$ cat src/rtl/hbp_pkg.sv
package hbp_pkg;

  // bit 1 is the predicted direction
  typedef enum logic [1:0] {
    HB_NT_FIRM = 2'b00,
    HB_NT_SOFT = 2'b01,
    HB_T_SOFT  = 2'b10,
    HB_T_FIRM  = 2'b11
  } hb_state_e;

  function automatic logic hb_predict(hb_state_e s);
    return s[1];
  endfunction

  function automatic hb_state_e hb_next(hb_state_e s, logic taken);
    hb_state_e n;
    unique case (s)
      HB_NT_FIRM: n = taken ? HB_NT_SOFT : HB_NT_FIRM;
      HB_NT_SOFT: n = taken ? HB_T_FIRM  : HB_NT_FIRM;
      HB_T_FIRM:  n = taken ? HB_T_FIRM  : HB_T_SOFT;
      default:    n = taken ? HB_T_FIRM  : HB_NT_FIRM;
    endcase
    return n;
  endfunction

endpackage

$ cat src/rtl/hbp_index.sv
module hbp_index #(
  parameter int PC_W    = 32,
  parameter int IDX_W   = 4,
  parameter int IDX_LSB = 2
) (
  input  logic [PC_W-1:0]  pc_i,
  output logic [IDX_W-1:0] idx_o
);
  logic unused_pc_bits;
  assign unused_pc_bits = ^pc_i;
  assign idx_o = pc_i[IDX_LSB +: IDX_W];
endmodule

$ cat src/rtl/hbp_table.sv
module hbp_table
  import hbp_pkg::*;
#(
  parameter int ENTRIES = 16,
  localparam int IDX_W  = $clog2(ENTRIES)
) (
  input  logic             clk_i,
  input  logic             rst_ni,
  input  logic [IDX_W-1:0] rd_idx_i,
  output logic             rd_taken_o,
  input  logic             wr_en_i,
  input  logic [IDX_W-1:0] wr_idx_i,
  input  logic             wr_taken_i,
  output logic             wr_old_taken_o
);

  hb_state_e [ENTRIES-1:0] table_q;
  hb_state_e               wr_next;

  always_comb wr_next = hb_next(table_q[wr_idx_i], wr_taken_i);

  for (genvar g = 0; g < ENTRIES; g++) begin : g_entry
    always_ff @(posedge clk_i or negedge rst_ni) begin
      if (!rst_ni)                                   table_q[g] <= HB_NT_FIRM;
      else if (wr_en_i && wr_idx_i == IDX_W'(g))     table_q[g] <= wr_next;
    end
  end

  assign rd_taken_o     = hb_predict(table_q[rd_idx_i]);
  assign wr_old_taken_o = hb_predict(table_q[wr_idx_i]);


  nt_firm_step_chk: assert property (@(posedge clk_i) disable iff (!rst_ni)
    wr_en_i && table_q[wr_idx_i] == HB_NT_FIRM |=>
      table_q[$past(wr_idx_i)] == ($past(wr_taken_i) ? HB_NT_SOFT : HB_NT_FIRM));


  nt_soft_step_chk: assert property (@(posedge clk_i) disable iff (!rst_ni)
    wr_en_i && table_q[wr_idx_i] == HB_NT_SOFT |=>
      table_q[$past(wr_idx_i)] == ($past(wr_taken_i) ? HB_T_FIRM : HB_NT_FIRM));


  t_firm_step_chk: assert property (@(posedge clk_i) disable iff (!rst_ni)
    wr_en_i && table_q[wr_idx_i] == HB_T_FIRM |=>
      table_q[$past(wr_idx_i)] == ($past(wr_taken_i) ? HB_T_FIRM : HB_T_SOFT));


  t_soft_step_chk: assert property (@(posedge clk_i) disable iff (!rst_ni)
    wr_en_i && table_q[wr_idx_i] == HB_T_SOFT |=>
      table_q[$past(wr_idx_i)] == ($past(wr_taken_i) ? HB_T_FIRM : HB_NT_FIRM));


  idle_hold_chk: assert property (@(posedge clk_i) disable iff (!rst_ni)
    !wr_en_i |=> $stable(table_q));

endmodule

$ cat src/rtl/hbp_miss_ctr.sv
module hbp_miss_ctr #(
  parameter int CNT_W = 32
) (
  input  logic             clk_i,
  input  logic             rst_ni,
  input  logic             inc_i,
  output logic [CNT_W-1:0] cnt_o
);
  logic [CNT_W-1:0] cnt_q;

  always_ff @(posedge clk_i or negedge rst_ni) begin
    if (!rst_ni)    cnt_q <= '0;
    else if (inc_i) cnt_q <= cnt_q + CNT_W'(1);
  end

  assign cnt_o = cnt_q;


  miss_inc_chk: assert property (@(posedge clk_i) disable iff (!rst_ni)
    inc_i |=> cnt_q == $past(cnt_q) + CNT_W'(1));


  miss_hold_chk: assert property (@(posedge clk_i) disable iff (!rst_ni)
    !inc_i |=> $stable(cnt_q));
endmodule

$ cat src/rtl/hyst_branch_predictor.sv
module hyst_branch_predictor #(
  parameter int PC_W    = 32,
  parameter int ENTRIES = 16,
  parameter int IDX_LSB = 2,
  parameter int CNT_W   = 32
) (
  input  logic             clk_i,
  input  logic             rst_ni,
  input  logic [PC_W-1:0]  lookup_pc_i,
  output logic             lookup_taken_o,
  input  logic             resolve_valid_i,
  input  logic [PC_W-1:0]  resolve_pc_i,
  input  logic             resolve_taken_i,
  output logic [CNT_W-1:0] miss_count_o
);
  localparam int IDX_W = $clog2(ENTRIES);

  logic [IDX_W-1:0] lk_idx, rs_idx;
  logic             rs_old_taken;
  logic             miss;

  hbp_index #(.PC_W(PC_W), .IDX_W(IDX_W), .IDX_LSB(IDX_LSB)) u_lk_idx (
    .pc_i(lookup_pc_i), .idx_o(lk_idx));

  hbp_index #(.PC_W(PC_W), .IDX_W(IDX_W), .IDX_LSB(IDX_LSB)) u_rs_idx (
    .pc_i(resolve_pc_i), .idx_o(rs_idx));

  hbp_table #(.ENTRIES(ENTRIES)) u_table (
    .clk_i          (clk_i),
    .rst_ni         (rst_ni),
    .rd_idx_i       (lk_idx),
    .rd_taken_o     (lookup_taken_o),
    .wr_en_i        (resolve_valid_i),
    .wr_idx_i       (rs_idx),
    .wr_taken_i     (resolve_taken_i),
    .wr_old_taken_o (rs_old_taken)
  );

  assign miss = resolve_valid_i && (resolve_taken_i != rs_old_taken);

  hbp_miss_ctr #(.CNT_W(CNT_W)) u_miss (
    .clk_i(clk_i), .rst_ni(rst_ni), .inc_i(miss), .cnt_o(miss_count_o));


  same_entry_old_pred_chk: assert property (@(posedge clk_i) disable iff (!rst_ni)
    resolve_valid_i && lk_idx == rs_idx |-> lookup_taken_o == rs_old_taken);


  idle_count_chk: assert property (@(posedge clk_i) disable iff (!rst_ni)
    !resolve_valid_i |=> $stable(miss_count_o));
endmodule

$ cat config.mk
export PLATFORM = sky130hd
export DESIGN_NAME = hyst_branch_predictor
export DESIGN_NICKNAME = d
export VERILOG_FILES = /design/src/rtl/hbp_pkg.sv /design/src/rtl/hbp_index.sv /design/src/rtl/hbp_table.sv /design/src/rtl/hbp_miss_ctr.sv /design/src/rtl/hyst_branch_predictor.sv
export SDC_FILE = /design/constraint.sdc
export NUM_CORES = 1
export LEC_CHECK = 0
export BUFFER_PORTS_ARGS = -buffer_cell sky130_fd_sc_hd__buf_2
export CAP_MARGIN = 20
export CORE_UTILIZATION = 53
export CTS_BUF_LIST = sky130_fd_sc_hd__clkbuf_2
export CTS_CLUSTER_DIAMETER = 50
export DETAILED_ROUTE_END_ITERATION = 10
export MAX_ROUTING_LAYER = met4
export PLACE_DENSITY = 0.82
export SLEW_MARGIN = 20
export SYNTH_ARGS = -nofsm -noshare
export SYNTH_HDL_FRONTEND = slang
export SYNTH_SLANG_ARGS = --single-unit
$ cat constraint.sdc
create_clock -name clk_i -period 3.15 [get_ports clk_i]
set_input_delay 0.63 -clock clk_i [delete_from_list [all_inputs] [get_ports clk_i]]
set_output_delay 0.63 -clock clk_i [all_outputs]
set_load 0.01 [all_outputs]
# Word level (Yosys, flattened, before mapping)
# Cells that the tools add are included.
# word_totals
reg_bits	64
input_bits	68
elab_cells	64
# op_classes
n_addsub	1
n_lt_le_gt_ge	2
eq_ne	17
n_mux	8
n_reduce_logical	19
# ops
op	n
32-bit by 1-bit adder with 32-bit output, second input constant	1
4-bit == test, second input constant	8
1-bit logical AND	17
2-bit binary-select mux with 4-bit select	2
4-bit by 3-bit == test with 1-bit output, second input constant	4
4-bit by 5-bit less-than comparator with 1-bit output, second input constant	2
4-bit by 2-bit == test with 1-bit output, second input constant	2
2-bit 2-to-1 mux	3
4-bit by 1-bit == test with 1-bit output, second input constant	1
4-bit logical NOT	1
2-bit one-hot mux with 2 select lines	1
2-bit == test, second input constant	1
2-bit logical NOT	1
1-bit 2-to-1 mux	2
1-bit inequality test	1

# Logic depth before layout (Yosys ltp)
# logic_depth
word_depth	4
ltp_mapped	10

# Modules after synthesis
# Synthesis repeated with hierarchy kept, for this count alone.
# unflattened
hier_cells	254
area_unflattened_um2	3275.6
# by_module_without_submodules
module	instances	cells_each	area_per_inst_um2
hbp_table	1	121	1751.7
hbp_miss_ctr	1	123	1448.9
hbp_index	2	4	30.0
hyst_branch_predictor	1	2	15.0

# Worst setup path after synthesis
# OpenSTA, ideal clock, no wires.
# synth_path
kind	input to register
startpoint	in resolve_pc_i[2]
endpoint	reg u_table.table_q[25] (netlist name)
setup_time_ps	125
arrival_time_ps	3051
slack_ps	-26
cell_stages	7
path_buffers	2
path_cell_list	buf_1 -> mux4_2 -> mux4_2 -> ha_1 -> mux2_2 -> clkbuf_1 -> mux2_2
# synth_via
elab_chain_cells	4
elab_cells_between_ends	7
classes_between	2 x eq/ne; 3 x mux; 2 x reduce/logical
# synth_lines
item	line	rtl
from (decl)	hyst_branch_predictor.sv:12	input logic [PC_W-1:0] resolve_pc_i,
2-bit binary-select mux with 4-bit select	hbp_table.sv:20	always_comb wr_next = hb_next(table_q[wr_idx_i], wr_taken_i);
2-bit 2-to-1 mux (implied by the code)	hbp_table.sv:20	
2-bit == test or 2-bit logical NOT (tied branches)	hbp_pkg.sv:17	unique case (s)
2-bit one-hot mux with 2 select lines	hbp_pkg.sv:17	
to (signal, indexed assignment)	hbp_table.sv:25	else if (wr_en_i && wr_idx_i == IDX_W'(g)) table_q[g] <= wr_next;
to (decl)	hbp_table.sv:17	hb_state_e [ENTRIES-1:0] table_q;
# Several ways; a longest one is shown, not always the timed one. The select of a mux whose other input is x is not followed.
# A chain may end at the register's enable or synchronous reset.

# Worst setup path in the final report
# layout_path
startpoint	reg u_table.table_q[13] (netlist name)
endpoint	out lookup_taken_o
# layout_via
elab_chain_cells	2
# layout_lines
item	line	rtl
2-bit binary-select mux with 4-bit select	hbp_table.sv:29	assign rd_taken_o = hb_predict(table_q[rd_idx_i]);
2-bit 2-to-1 mux (implied by the code)	hbp_table.sv:29	
to (decl)	hyst_branch_predictor.sv:10	output logic lookup_taken_o,
# Every way passes these cells. The select of a mux whose other input is x is not followed.

==> summary.txt <==
Placement
  • DP HPWL: 4745 microns
  • Port Buffer Count: 44
  • Cell Area, Placed: 3601 sq um
  • Pre-CTS WS: 0.07543 ns
  • Final GP Congestion: 0.8529

Setup path
  • CP arrival: 2.02 ns
  • Worst path max stage delay: approximately 0.5 ns
  • CP Cell Sequence: mux4_2 > mux4_2 > buf_2
  • Kind of critical path: flop to output pin
  • Cell family with most CP delay: multiplexers
  • Crit path buf inv count: 1
  • Most frequent CP cell: mux4_2
  • Slowest CP cell: mux4_2
  • Setup crit end kind: output pin
  • Critical Path Start Type: flop
  • CP required: around 2.5 ns
  • Crit path max fanout: 3

Route
  • DRT Pass-1 Iters: 4
  • DR vias/cell: 5.900
  • Initial DRC Count: 199
  • Drt drc: 0
  • DR vias: around 2400
  • Routed WL: about 6700 microns
  • Avg WL per Cell: 16.81 microns
  • Detail Route Antenna Nets: 0

Timing
  • Setup TNS: 0 ns
  • Worst Max-Slew Pin Slew: 0.6949 ns
  • Slew Limit Fails: 0
  • Max Fclk: roughly 0.38 GHz
  • Relative slew slack: 53.57%
  • Hold Vio Cnt, Final: 0
  • Clock skew: 0.03027 ns
  • Fin crit period: 2.655 ns
  • Setup WS post-layout: 0.4953 ns
  • Period utilization: 84.28%
  • RSZ-0062 raised after global routing: false
  • Setup-failing EPs final: 0

Yosys
  • Total nets after synthesis: 344
  • Top cells by area, synth: dfrtp_1 48%, mux2_2 13%, xor2_1 7.7%
  • Post-synth top area cell: dfrtp_1
  • Seq/Total Area, Yosys: 48.34%
  • Post-synth top cells: 64 x dfrtp_1, 37 x mux2_2, 29 x xor2_1
  • Async SR Flop Fraction: 100.0%
  • Post-Synthesis Cells: 274
  • Syn Area/Cell: approximately 12 sq um
  • Yosys warns: 0
  • Share of the synthesized area in the top cell type: 48.34%
  • Most common cell in the netlist: dfrtp_1
  • Cell area after synthesis: 3313 sq um
  • Post-synth cell types: 34
  • Number of synthesized flops with an enable pin: 0
  • #FFs+latches synth: 64
  • Ys flop type: dfrtp_1

Pwr
  • Pwr Total: 2318 uW
  • Power density over the cells: 623.3 nW/um^2
  • Leak: ~0.0018 uW
  • VDD IR max: between 0.0004 and 0.0005 V

Floorplanning
  • # rows: 28
  • Initial core utilization: 55.30%
  • Core Area: 5991 sq um
  • Die ar.: approximately 6600 sq um
  • Die Height: between 80 and 90 microns
  • Die width: 81.07 microns
  • Io pins: 101

Global route
  • Largest net degree at the start of global routing: 36
  • First-pass GRT wire length: between 10000 and 15000 microns
  • Total GRT Usage: a little under a quarter
  • Total gr overflow: 0
  • Vias in the first global route: around 2100
  • Initial antenna violation count: 0

Clock network
  • Root Buffer: clkbuf_2
  • CTS max path bufs: 2
  • Num Clock Sinks: 64
  • Hold-fix buffers at CTS: 0
  • CTS resizes: 0
  • Worst-path clk slew: approximately 0.18 ns
  • H-Tree Depth: 3
  • Total CTS buffers: 9
  • # Post-CTS Setup Buffers: 0
  • Clock latency on the worst-skew pair: 0.47 ns
  • CTS tree: done

Final layout
  • Ant. Diodes: 0
  • Synthesis-to-finish area growth: 12.27%
  • Finished Cell Area: 3720 sq um
  • Share of layout cells above drive strength 1: approximately a third
  • # nets final: 391
  • # fillers: 479

Worst hold path
  • Hold Crit Class: input port to asynchronous set/reset pin

Job
  • Max Cap Viol: 0

Outcome
  • Outcome: finished, final reports clean
registers in the layout, summed over array words and instances, names as in the netlist:
signal	cells
u_miss.cnt_o	32
u_table.table_q	32
path summary, 6_finish.rpt:
path | start | end | slack (ns) | cells past startpoint
setup / recovery | u_table.table_q[13] | lookup_taken_o | 0.50 | 3
hold / removal | rst_ni | u_miss.cnt_o[19] | 0.14 | 2
setup reg to reg | u_table.table_q[1] | u_table.table_q[27] | 0.60 | 7
hold reg to reg | u_miss.cnt_o[31] | u_miss.cnt_o[31] | 0.49 | 1
max in group asynchronous | rst_ni | u_table.table_q[8] | 2.64 | 2
min in group clk_i | u_miss.cnt_o[31] | u_miss.cnt_o[31] | 0.49 | 1
final cells by class:
type                    count  area, sq um  share of cell area (%)
repair buffers             50        277.8                   7.467
clock buffers               9        45.04                   1.211
flip-flops and latches     64         1602                   43.05
multi-input cells         194         1620                   43.56
clock inverters             5        73.82                   1.985
inverters                   2        7.507                  0.2018
well taps                  75        93.84                   2.523
layer usage:
layer	vias to the layer above	routed length, microns	GRT usage (%)
li1	1100	-	-
met1	1189	3315	33.14
met2	54	3071	31.51
met3	11	219	3.596
met4	0	100	10.36
met5	-	0	-
worst reg2reg max path: stages, from the launching register on:
cell and delay, ns:
dfrtp_1 0.44, mux2_2 0.27, mux4_2 0.49, nand2_1 0.10, o21ai_0 0.08, ha_1 0.29
mux2_2 0.46, mux2_2 0.31
logic make-up (layout without fill, tap and decap cells):
kind of cell	Yosys count	in the layout	synth area share (%)
adder cells (fa/ha/maj)	2	2	0.7552
flip-flops	64	64	48.34
AND/OR/NAND/NOR	103	103	16.73
XOR/XNOR	32	32	8.459
multiplexers	53	53	21.60
AO/OA/AOI/OAI	4	4	1.360
buffers and inverters	16	66	2.757
where the power goes:
part,switching (uW),total [uW],leakage (uW),internal [uW]
clock network,276,526,0.0000750,250
registers,178,1180,0.000819,1010
logic,277,609,0.000861,332
total,731,2320,0.00175,1590
cell usage in the layout (no fill, tap or decap), drive strengths merged:
cell type	n
clkbuf	9
xor2	29
clkinv	3
nor2	18
a31oi	1
or3	2
and2	1
and3	1
o21ai	1
xnor2	3
nor3b	5
nand3b	5
a311oi	1
nor4b	1
nor3	10
nand2b	3
inv	2
mux2	38
or2b	1
mux2i	4
and4	2
nor4	12
a22oi	1
mux4	11
nand3	17
ha	2
nor2b	3
dfrtp	64
nand4	8
bufinv	2
nand2	13
or2	1
buf	50
through the flow:
stage          std cells  util (%)  hold WS (ns)
6_report             399     62.09        0.1402
5_1_grt              399     62.09        0.1450
4_1_cts              399     62.09        0.1199
3_5_place_dp         385     60.11        0.4696
3_3_place_gp         385     60.11        0.4495
2_1_floorplan        274         -        0.3344
Power figures use the tool's default switching activity.
